### config.mk
export PLATFORM = sky130hd
export DESIGN_NAME = dma2d_top
export DESIGN_NICKNAME = d
export VERILOG_FILES = /design/src/rtl/dma2d_pkg.sv /design/src/rtl/dma2d_regs.sv /design/src/rtl/dma2d_walker.sv /design/src/rtl/dma2d_fifo.sv /design/src/rtl/dma2d_top.sv
export SDC_FILE = /design/constraint.sdc
export NUM_CORES = 1
export LEC_CHECK = 0
export BUFFER_PORTS_ARGS = -buffer_cell sky130_fd_sc_hd__buf_2
export CAP_MARGIN = 20
export CELL_PAD_IN_SITES_DETAIL_PLACEMENT = 1
export CELL_PAD_IN_SITES_GLOBAL_PLACEMENT = 1
export CORE_ASPECT_RATIO = 1.4
export CORE_MARGIN = 2
export CORE_UTILIZATION = 54
export CTS_BUF_LIST = sky130_fd_sc_hd__clkbuf_8
export CTS_CLUSTER_DIAMETER = 100
export DETAILED_ROUTE_END_ITERATION = 7
export GPL_TIMING_DRIVEN = 1
export PLACE_DENSITY = 0.95
export SLEW_MARGIN = 40
export SYNTH_ARGS = -nofsm -noshare
export SYNTH_HDL_FRONTEND = slang
export SYNTH_SLANG_ARGS = --single-unit
### constraint.sdc
create_clock -name clk -period 34.5 [get_ports clk]
set_input_delay 8.625 -clock clk [delete_from_list [all_inputs] [get_ports clk]]
set_output_delay 8.625 -clock clk [all_outputs]
set_load 0.02 [all_outputs]
### src/rtl/dma2d_pkg.sv
package dma2d_pkg;
  localparam int CSR_DW = 32;

  typedef enum logic [1:0] {
    MODE_M2M = 2'd0,
    MODE_S2M = 2'd1,
    MODE_M2S = 2'd2
  } xfer_mode_e;

  localparam logic [7:0] OFS_CTRL   = 8'h00;
  localparam logic [7:0] OFS_STATUS = 8'h04;
  localparam logic [7:0] OFS_CLEAR  = 8'h08;
  localparam logic [7:0] OFS_SIDE0  = 8'h10;
  localparam logic [7:0] OFS_SIDE1  = 8'h20;
endpackage

### src/rtl/dma2d_regs.sv
module dma2d_regs
  import dma2d_pkg::*;
#(
  parameter int WADDR_W = 30,
  parameter int CNT_W   = 16,
  parameter int CSR_AW  = 6
) (
  input  logic                     clk,
  input  logic                     rst_n,
  input  logic                     csr_we,
  input  logic [CSR_AW-1:0]        csr_addr,
  input  logic [CSR_DW-1:0]        csr_wdata,
  output logic [CSR_DW-1:0]        csr_rdata,
  input  logic [1:0]               busy,
  input  logic [1:0]               fin,
  output logic [1:0]               start,
  output logic [1:0][WADDR_W-1:0]  set_base,
  output logic [1:0][CNT_W-1:0]    set_len,
  output logic [1:0][CNT_W-1:0]    set_cnt,
  output logic [1:0][CNT_W-1:0]    set_pitch,
  output xfer_mode_e               mode,
  output logic                     irq
);
  logic [1:0] ie_q, ie_d, done_q, done_d;
  xfer_mode_e mode_q, mode_d, new_mode;
  logic ctrl_wr, clr_wr;

  always_comb begin
    ctrl_wr = csr_we && (csr_addr == CSR_AW'(OFS_CTRL));
    clr_wr  = csr_we && (csr_addr == CSR_AW'(OFS_CLEAR));
    case (csr_wdata[5:4])
      2'd1:    new_mode = MODE_S2M;
      2'd2:    new_mode = MODE_M2S;
      default: new_mode = MODE_M2M;
    endcase
    start[0] = ctrl_wr && csr_wdata[0] && (new_mode != MODE_S2M);
    start[1] = ctrl_wr && csr_wdata[1] && (new_mode != MODE_M2S);
    ie_d     = ctrl_wr ? csr_wdata[3:2] : ie_q;
    mode_d   = ctrl_wr ? new_mode : mode_q;
    for (int s = 0; s < 2; s++)
      done_d[s] = fin[s] | (done_q[s] & ~(clr_wr & csr_wdata[s]));
  end

  always_ff @(posedge clk or negedge rst_n) begin
    if (!rst_n) begin
      ie_q   <= '0;
      mode_q <= MODE_M2M;
      done_q <= '0;
    end else begin
      ie_q   <= ie_d;
      mode_q <= mode_d;
      done_q <= done_d;
    end
  end

  // setting registers, one block of four per side
  always_ff @(posedge clk or negedge rst_n) begin
    if (!rst_n) begin
      set_base  <= '0;
      set_len   <= '0;
      set_cnt   <= '0;
      set_pitch <= '0;
    end else if (csr_we) begin
      for (int s = 0; s < 2; s++) begin
        if (csr_addr == CSR_AW'(16 + 16*s))
          set_base[s]  <= csr_wdata[WADDR_W-1:0];
        if (csr_addr == CSR_AW'(20 + 16*s))
          set_len[s]   <= csr_wdata[CNT_W-1:0];
        if (csr_addr == CSR_AW'(24 + 16*s))
          set_cnt[s]   <= csr_wdata[CNT_W-1:0];
        if (csr_addr == CSR_AW'(28 + 16*s))
          set_pitch[s] <= csr_wdata[CNT_W-1:0];
      end
    end
  end

  always_comb begin
    csr_rdata = '0;
    if (csr_addr == CSR_AW'(OFS_CTRL))
      csr_rdata[5:0] = {mode_q, ie_q, 2'b00};
    if (csr_addr == CSR_AW'(OFS_STATUS))
      csr_rdata[3:0] = {done_q, busy};
    for (int s = 0; s < 2; s++) begin
      if (csr_addr == CSR_AW'(16 + 16*s)) csr_rdata = CSR_DW'(set_base[s]);
      if (csr_addr == CSR_AW'(20 + 16*s)) csr_rdata = CSR_DW'(set_len[s]);
      if (csr_addr == CSR_AW'(24 + 16*s)) csr_rdata = CSR_DW'(set_cnt[s]);
      if (csr_addr == CSR_AW'(28 + 16*s)) csr_rdata = CSR_DW'(set_pitch[s]);
    end
  end

  assign mode = mode_q;
  assign irq  = |(done_q & ie_q);
endmodule

### src/rtl/dma2d_walker.sv
module dma2d_walker #(
  parameter int WADDR_W = 30,
  parameter int CNT_W   = 16
) (
  input  logic               clk,
  input  logic               rst_n,
  input  logic               start,
  input  logic [WADDR_W-1:0] base,
  input  logic [CNT_W-1:0]   len,
  input  logic [CNT_W-1:0]   cnt,
  input  logic [CNT_W-1:0]   pitch,
  input  logic               step,
  output logic               busy,
  output logic [WADDR_W-1:0] addr,
  output logic               fin
);
  logic               busy_q, busy_d;
  logic [WADDR_W-1:0] line_q, line_d;
  logic [CNT_W-1:0]   k_q, k_d, n_q, n_d;
  logic [CNT_W-1:0]   len_q, cnt_q, pitch_q;
  logic               load, advance, last_k, last_n, empty_job;

  always_comb begin
    empty_job = (len == '0) || (cnt == '0);
    load      = start && !busy_q && !empty_job;
    advance   = busy_q && step;
    last_k    = (k_q == len_q - CNT_W'(1));
    last_n    = (n_q == cnt_q - CNT_W'(1));
    fin       = (start && !busy_q && empty_job) || (advance && last_k && last_n);
    busy_d = busy_q;
    line_d = line_q;
    k_d    = k_q;
    n_d    = n_q;
    if (load) begin
      busy_d = 1'b1;
      line_d = base;
      k_d    = '0;
      n_d    = '0;
    end else if (advance) begin
      if (last_k) begin
        k_d    = '0;
        n_d    = n_q + CNT_W'(1);
        line_d = line_q + WADDR_W'(pitch_q);
        if (last_n) busy_d = 1'b0;
      end else begin
        k_d = k_q + CNT_W'(1);
      end
    end
  end

  always_ff @(posedge clk or negedge rst_n) begin
    if (!rst_n) begin
      busy_q  <= 1'b0;
      line_q  <= '0;
      k_q     <= '0;
      n_q     <= '0;
      len_q   <= '0;
      cnt_q   <= '0;
      pitch_q <= '0;
    end else begin
      busy_q <= busy_d;
      line_q <= line_d;
      k_q    <= k_d;
      n_q    <= n_d;
      if (load) begin
        len_q   <= len;
        cnt_q   <= cnt;
        pitch_q <= pitch;
      end
    end
  end

  assign busy = busy_q;
  assign addr = line_q + WADDR_W'(k_q);
endmodule

### src/rtl/dma2d_fifo.sv
module dma2d_fifo #(
  parameter int DEPTH  = 8,
  parameter int DATA_W = 32,
  localparam int PW    = $clog2(DEPTH),
  localparam int CW    = $clog2(DEPTH + 1)
) (
  input  logic              clk,
  input  logic              rst_n,
  input  logic              push,
  input  logic [DATA_W-1:0] wdata,
  input  logic              pop,
  output logic [DATA_W-1:0] rdata,
  output logic [CW-1:0]     count,
  output logic              full,
  output logic              empty
);
  logic [DATA_W-1:0] store [DEPTH];
  logic [PW-1:0]     wp_q, wp_d, rp_q, rp_d;
  logic [CW-1:0]     cnt_q, cnt_d;

  always_comb begin
    wp_d  = wp_q;
    rp_d  = rp_q;
    cnt_d = cnt_q;
    if (push) wp_d = (wp_q == PW'(DEPTH - 1)) ? '0 : wp_q + PW'(1);
    if (pop)  rp_d = (rp_q == PW'(DEPTH - 1)) ? '0 : rp_q + PW'(1);
    if (push && !pop) cnt_d = cnt_q + CW'(1);
    if (pop && !push) cnt_d = cnt_q - CW'(1);
  end

  always_ff @(posedge clk or negedge rst_n) begin
    if (!rst_n) begin
      wp_q  <= '0;
      rp_q  <= '0;
      cnt_q <= '0;
    end else begin
      wp_q  <= wp_d;
      rp_q  <= rp_d;
      cnt_q <= cnt_d;
    end
  end

  always_ff @(posedge clk) begin
    if (push) store[wp_q] <= wdata;
  end

  assign rdata = store[rp_q];
  assign count = cnt_q;
  assign full  = (cnt_q == CW'(DEPTH));
  assign empty = (cnt_q == '0);
endmodule

### src/rtl/dma2d_top.sv
module dma2d_top
  import dma2d_pkg::*;
#(
  parameter int ADDR_W     = 32,
  parameter int DATA_W     = 32,
  parameter int CNT_W      = 16,
  parameter int FIFO_DEPTH = 8,
  parameter int CSR_AW     = 6
) (
  input  logic              clk,
  input  logic              rst_n,
  input  logic              csr_we,
  input  logic [CSR_AW-1:0] csr_addr,
  input  logic [31:0]       csr_wdata,
  output logic [31:0]       csr_rdata,
  output logic              irq,
  output logic              mrd_en,
  output logic [ADDR_W-1:0] mrd_addr,
  input  logic [DATA_W-1:0] mrd_data,
  output logic              mwr_en,
  output logic [ADDR_W-1:0] mwr_addr,
  output logic [DATA_W-1:0] mwr_data,
  input  logic              s_valid,
  input  logic [DATA_W-1:0] s_data,
  output logic              s_ready,
  output logic              m_valid,
  output logic [DATA_W-1:0] m_data,
  input  logic              m_ready
);
  localparam int SH      = $clog2(DATA_W / 8);
  localparam int WADDR_W = ADDR_W - SH;
  localparam int CW      = $clog2(FIFO_DEPTH + 1);

  logic       rst_meta, rst_sync;
  logic [1:0] start, busy, fin, step;
  logic [1:0][WADDR_W-1:0] set_base, waddr;
  logic [1:0][CNT_W-1:0]   set_len, set_cnt, set_pitch;
  xfer_mode_e mode;
  logic              rd_pend;
  logic              fifo_push, fifo_pop, fifo_full, fifo_empty;
  logic [DATA_W-1:0] fifo_wdata, fifo_rdata;
  logic [CW-1:0]     fifo_count;

  // reset asserts at once, releases on the second clock edge
  always_ff @(posedge clk or negedge rst_n) begin
    if (!rst_n) begin
      rst_meta <= 1'b0;
      rst_sync <= 1'b0;
    end else begin
      rst_meta <= 1'b1;
      rst_sync <= rst_meta;
    end
  end

  dma2d_regs #(.WADDR_W(WADDR_W), .CNT_W(CNT_W), .CSR_AW(CSR_AW)) u_regs (
    .clk(clk), .rst_n(rst_sync), .csr_we(csr_we), .csr_addr(csr_addr),
    .csr_wdata(csr_wdata), .csr_rdata(csr_rdata), .busy(busy), .fin(fin),
    .start(start), .set_base(set_base), .set_len(set_len),
    .set_cnt(set_cnt), .set_pitch(set_pitch), .mode(mode), .irq(irq)
  );

  generate
    for (genvar s = 0; s < 2; s++) begin : g_walk
      dma2d_walker #(.WADDR_W(WADDR_W), .CNT_W(CNT_W)) u_walk (
        .clk(clk), .rst_n(rst_sync), .start(start[s]), .base(set_base[s]),
        .len(set_len[s]), .cnt(set_cnt[s]), .pitch(set_pitch[s]),
        .step(step[s]), .busy(busy[s]), .addr(waddr[s]), .fin(fin[s])
      );
    end
  endgenerate

  // fetch issues only with a free FIFO slot counting the read in flight
  always_comb begin
    step[0] = busy[0] && (mode != MODE_S2M) &&
              ((CW + 1)'(fifo_count) + (CW + 1)'(rd_pend) < (CW + 1)'(FIFO_DEPTH));
    step[1] = busy[1] && (mode != MODE_M2S) && !fifo_empty;
    s_ready = (mode == MODE_S2M) && !fifo_full;
    m_valid = (mode == MODE_M2S) && !fifo_empty;
    fifo_push  = (mode == MODE_S2M) ? (s_valid && s_ready) : rd_pend;
    fifo_wdata = (mode == MODE_S2M) ? s_data : mrd_data;
    fifo_pop   = (mode == MODE_M2S) ? (m_valid && m_ready) : step[1];
  end

  always_ff @(posedge clk or negedge rst_sync) begin
    if (!rst_sync) rd_pend <= 1'b0;
    else           rd_pend <= step[0];
  end

  dma2d_fifo #(.DEPTH(FIFO_DEPTH), .DATA_W(DATA_W)) u_fifo (
    .clk(clk), .rst_n(rst_sync), .push(fifo_push), .wdata(fifo_wdata),
    .pop(fifo_pop), .rdata(fifo_rdata), .count(fifo_count),
    .full(fifo_full), .empty(fifo_empty)
  );

  assign mrd_en   = step[0];
  assign mrd_addr = {waddr[0], {SH{1'b0}}};
  assign mwr_en   = step[1];
  assign mwr_addr = {waddr[1], {SH{1'b0}}};
  assign mwr_data = fifo_rdata;
  assign m_data   = fifo_rdata;
endmodule

* Word-level counts from Yosys, hierarchy flattened
Memory sizes are Yosys's and may differ from the RTL's.
Index checks and enable logic that the tools add are counted.
** Storage, ports and cells
- Memories kept :: 1
- Bits in writable memories :: 256
- Bits in registers :: 397
- Bits of input ports :: 107
- Logic and storage cells :: 196
** Operators by class
- Reductions and logical operators :: 66
- Eq/ne operators :: 25
- $lt $le $gt $ge :: 1
- Mux-type cells :: 46
- Add/sub/neg operators :: 17
- Bitwise gates (word level) :: 9
** Memories
- u_fifo.store :: depth 8, bits a word 32, read ports 1, clocked after Yosys merged registers in 0, wr ports 1, line dma2d_fifo.sv:17 : logic [DATA_W-1:0] store [DEPTH];
** Operators with widths (count)
- $mux 30 :: 14
- $mux 16 :: 12
- $add 30x16->30 :: 4
- $add 16x1->16 const B :: 4
- $eq 16x16->1 :: 4
- $logic_not 16->1 :: 4
- $sub 16x1->16 const B :: 4
- $mux 32 :: 1
- $logic_and 1x1->1 :: 28
- $eq 6x5->1 const B :: 4
- $eq 6x6->1 const B :: 4
- $reduce_and 2->1 :: 10
- $reduce_bool 2->1 :: 7
- $mux 1 :: 12
- $mux 4 :: 3
- $logic_not 1->1 :: 8
- $add 3x1->3 const B :: 2
- $eq 3x3->1 const B :: 2
- $eq 6x3->1 const B :: 1
- $eq 6x4->1 const B :: 1
- $logic_not 6->1 :: 1
- $mux 3 :: 2
- $mux 6 :: 1
- $reduce_and 3->1 :: 2
- 17 further kinds :: 29

* Logic depth before layout (Yosys ltp)
- Word-level depth :: 11
- Depth in mapped cells :: 15

* Hierarchy
From an unflattened synthesis, not the netlist that was laid out.
** Unflattened totals
- Cell total of the unflattened synthesis :: 3026
- Area total of the unflattened synthesis :: 34411.8 um2
** By module, submodules not included
- dma2d_fifo :: cells an instance 428, seq. area each 7937.6 um2, times used 1, area each 10209.8 um2
- dma2d_walker at g_walk[1].u_walk :: cells an instance 970, seq. area each 2777.7 um2, times used 1, area each 7856.3 um2
- dma2d_walker at g_walk[0].u_walk :: cells an instance 961, seq. area each 2777.7 um2, times used 1, area each 7797.5 um2
- dma2d_regs :: cells an instance 579, seq. area each 4053.9 um2, times used 1, area each 7558.5 um2
- dma2d_top :: cells an instance 88, seq. area each 75.1 um2, times used 1, area each 989.7 um2

* Worst setup path after synthesis
No wires, ideal clock.
- Path kind :: in2out
- Start :: input port csr_addr[1]
- End :: output port csr_rdata[1]
- Data required time :: 25.875 ns
- Path slack :: 15.152 ns
- Stages :: 10
- Arrival time :: 10.723 ns
- Cells stage by stage :: nor2_1 -> nand2_1 -> nor2_1 -> and2_1 -> clkbuf_1 -> clkbuf_1 -> a22oi_1 -> a31oi_1 -> a211oi_1 -> o21ai_0
** On the way
- Longest elaborated chain between the ends :: 10
- Elaborated cells on any way between the ends :: 18
** Ends and longest elaborated chain
- start, declared :: line dma2d_top.sv:13 : input logic [CSR_AW-1:0] csr_addr,
- $eq 6x3->1 :: line dma2d_regs.sv:81 : if (csr_addr == CSR_AW'(OFS_STATUS))
- $mux 4 :: line dma2d_regs.sv:81
- $mux 30 :: line dma2d_regs.sv:84 : if (csr_addr == CSR_AW'(16 + 16*s)) csr_rdata = CSR_DW'(set_base[s]);
- $mux 30 :: line dma2d_regs.sv:85 : if (csr_addr == CSR_AW'(20 + 16*s)) csr_rdata = CSR_DW'(set_len[s]);
- $mux 30 :: line dma2d_regs.sv:86 : if (csr_addr == CSR_AW'(24 + 16*s)) csr_rdata = CSR_DW'(set_cnt[s]);
- $mux 30 :: line dma2d_regs.sv:87 : if (csr_addr == CSR_AW'(28 + 16*s)) csr_rdata = CSR_DW'(set_pitch[s]);
- $mux 30 :: line dma2d_regs.sv:84
- $mux 30 :: line dma2d_regs.sv:85
- $mux 30 :: line dma2d_regs.sv:86
- $mux 30 * :: line dma2d_regs.sv:87
- end, declared :: line dma2d_top.sv:15 : output logic [31:0] csr_rdata,
Mark *: on every way between the ends. The rest lies on a longest branch, timed or not.

* Worst setup path in the final report
- Start :: input port csr_addr[1]
- End :: output port csr_rdata[11]
** On the way
- Longest elaborated chain between the ends :: 9
- Elaborated cells on any way between the ends :: 16
** Ends and longest elaborated chain (line)
- $eq 6x5->1 :: dma2d_regs.sv:84
- $mux 30 :: dma2d_regs.sv:84
- $mux 30 :: dma2d_regs.sv:85
- $mux 30 :: dma2d_regs.sv:86
- $mux 30 :: dma2d_regs.sv:87
- $mux 30 :: dma2d_regs.sv:84
- $mux 30 :: dma2d_regs.sv:85
- $mux 30 :: dma2d_regs.sv:86
- $mux 30 * :: dma2d_regs.sv:87
Marked as above.

==> results.json <==
{
  "path_max_fanout": 17,
  "overflow": 0,
  "grt_use_total_pct": 37.8,
  "die_h_um": 298,
  "antenna_found_initial": 11,
  "post_cts_buffers": 0,
  "cts_buffers": 97,
  "ys_seq_area_share_pct": 52.8,
  "peakVddDrop_v": 0.0000534,
  "max_cap_viol_count": 0,
  "initial_core_util_pct": 54.7,
  "ios": 272,
  "grt_pass1_vias": 29546,
  "worst_setup_path_end_kind": "primary output",
  "drtIter0Drc": 2886,
  "htree_levels": 3,
  "worst_setup_path_start_kind": "input port",
  "max_clock_freq_mhz": 49.3,
  "core_area_um2": 60900,
  "cts_resized": 0,
  "worstPathRequired_ns": 25.87,
  "design_area_um2": 37600,
  "p_leak_uw": 0.0160,
  "postRouteAntennaNets": 0,
  "yosysWarningCount": 0,
  "drive_above_1_share_pct": 24.9,
  "synth_enable_flop_cells": 256,
  "status": "complete, no violations",
  "hold_viol": 0,
  "clkLatencyLatePin_ns": 0.79,
  "first_pass_iters": 5,
  "grt_pass1_wl_mm": 184,
  "syn_area_per_cell_um2": 11.4,
  "cts-root-buf": "clkbuf_8",
  "nNetsFinal": 3352,
  "setup_viol": 0,
  "rows": 107,
  "reg2reg_depth": 10,
  "holdBufCountCts": 0,
  "layout_worst_path_cycle_share_pct": 58.8,
  "routedWlPerCell_um": 30.5,
  "io_buffers": 263,
  "drv_slew": 0,
  "grt_max_degree": 104,
  "postSynthCellCount": 2922,
  "arrival_ns": 11.67,
  "setup_tns_ns": 0,
  "synth_cell_type_count": 87,
  "worst_pin_slew_ns": 0.868,
  "finClkSkew_ns": 0.0516,
  "slew_headroom_pct": 40.7,
  "synth_async_sr_flop_share_pct": 60.8,
  "path_clk_slew_ns": 0.07,
  "worstSetupPathType": "input port to primary output",
  "rsz0062_at_grt": "false",
  "gp_congestion": 0.967,
  "area_growth_syn_to_layout_pct": 12.7,
  "cts_sinks": 653,
  "hp-class": "flop to async pin",
  "netlist_area_um2": 33300,
  "ys_ff_latch": 653,
  "num_vias": 27241,
  "post_dp_cell_area_um2": 35400,
  "min_period_ns": 20.30,
  "vias_per_cell": 6.69,
  "wl_mm": 124,
  "cts_tree": "done",
  "synthFlopType": "dfrtp_1",
  "total_power_uw": 2640,
  "die_w_um": 214,
  "fin_hold_ws_ns": 0.240,
  "die_area_um2": 63800,
  "dp_hpwl_mm": 75.8,
  "cts_max_path_buffers": 3,
  "drcViolationCount": 0,
  "final_core_util_pct": 61.7,
  "p_per_area_nw_per_um2": 70.3
}
## cells in the mapped netlist (all sizes together), types with 64 or more instances
master,n,area share (%)
a21oi,81,1.2
clkbuf,108,1.2
dfrtp,397,30
edfxtp,256,23
ha,79,3.0
mux2,236,8.0
mux4,64,4.3
nand2,439,4.9
nand3,64,0.96
nor2,199,2.2
o21ai,145,2.2
xnor2,116,3.0
xor2,98,2.6
## critical path, cell delays in order
cell	delay [ns]
buf_2	0.10
nor2_1	0.23
nand2_1	0.22
nor2_2	0.47
and2_1	0.75
a221oi_1	0.26
nor2_1	0.18
a211oi_1	0.09
o21ai_0	0.45
buf_2	0.28
## path summary, 6_finish.rpt
check,startpoint,end,slack (ns)
min in group clk,rst_meta,rst_sync,0.35
worst min-delay path,rst_sync,g_walk[0].u_walk.n_q[15],0.24
max in group asynchronous,rst_n,rst_sync,26.75
worst max-delay path,csr_addr[1],csr_rdata[11],14.20
worst max register to register,g_walk[0].u_walk.len_q[5],g_walk[0].u_walk.line_q[21],29.96
worst min register to register,rst_sync,g_walk[0].u_walk.n_q[15],0.24
## stage by stage
| step | std cells | worst slack, ns |
|---|---|---|
| 2_1_floorplan | 2927 | 15.15 |
| 3_3_place_gp | 3875 | 14.37 |
| 3_5_place_dp | 3878 | 14.18 |
| 4_1_cts | 4059 | 14.18 |
| 5_1_grt | 4066 | 14.14 |
| 6_report | 4069 | 14.20 |
## cell type report
type,instances,area (um2)
Inverter,58,218
Tap cell,817,1020
Clock buffer,117,1610
Multi-Input combinational cell,2050,14900
Timing Repair Buffer,301,1680
Clock inverter,64,510
Sequential cell,653,17600
Antenna cell,9,22.5
Fill cell,6269,23300
## routing by layer
metal	GRT usage [%]	share of wire (%)	up-vias
li1	-	-	11073
met1	40.2	33	13714
met2	66.5	51	1816
met3	8.17	7.6	634
met4	27.1	8.3	4
met5	0	0.014	-
## logic make-up (layout without fill, tap and decap cells)
| logic type | count (synthesis) | after routing | synth area share (%) |
|---|---|---|---|
| DFF | 653 | 653 | 52.8 |
| adders and majority gates | 84 | 84 | 3.26 |
| xor gates and xnor gates | 214 | 214 | 5.62 |
| muxes | 309 | 309 | 12.6 |
| AOI/OAI and AO/OA | 440 | 440 | 8.75 |
| and+or+nand+nor | 996 | 996 | 13.9 |
| other | 2 | 16 | 0.0225 |
| buffers and inverters | 224 | 540 | 3.00 |
## placed cells by master, fill, tap and decap left out, types with 19 or more instances in the layout
cell type	count
a21oi_1	81
mux2_2	236
buf_2	263
inv_1	83
o21ai_0	114
nand2_1	439
buf_4	30
o21ai_1	31
and3_1	34
a21o_1	20
xnor2_1	116
nor2_1	191
clkbuf_8	117
dfrtp_1	394
nor4_1	37
mux4_2	64
nand3_1	63
edfxtp_1	256
nand4_1	29
nor3_1	54
nand2b_1	28
ha_1	79
a22o_1	19
xor2_1	98
## state kept, by name, indices dropped and copies added (netlist names), 2 cells and up
name	flops
g_walk.u_walk.n_q	32
g_walk.u_walk.len_q	32
u_regs.set_cnt	32
u_regs.set_pitch	32
g_walk.u_walk.k_q	32
u_fifo.rp_q	3
g_walk.u_walk.pitch_q	32
u_regs.set_base	60
u_fifo.count	4
g_walk.u_walk.cnt_q	32
u_fifo.wp_q	3
u_regs.ie_q	2
u_regs.set_len	32
g_walk.u_walk.line_q	60
u_regs.mode	2
u_regs.done_q	2
g_walk.u_walk.busy	2
u_fifo.store	256
## power breakdown
group | switching (uW) | internal [uW] | leakage [uW] | total [uW]
clock | 360 | 359 | 0.00117 | 719
sequential | 121 | 923 | 0.00725 | 1040
combinational | 554 | 326 | 0.00759 | 879
total | 1030 | 1610 | 0.0160 | 2640
No activity file was read; power rests on OpenSTA's default activity.
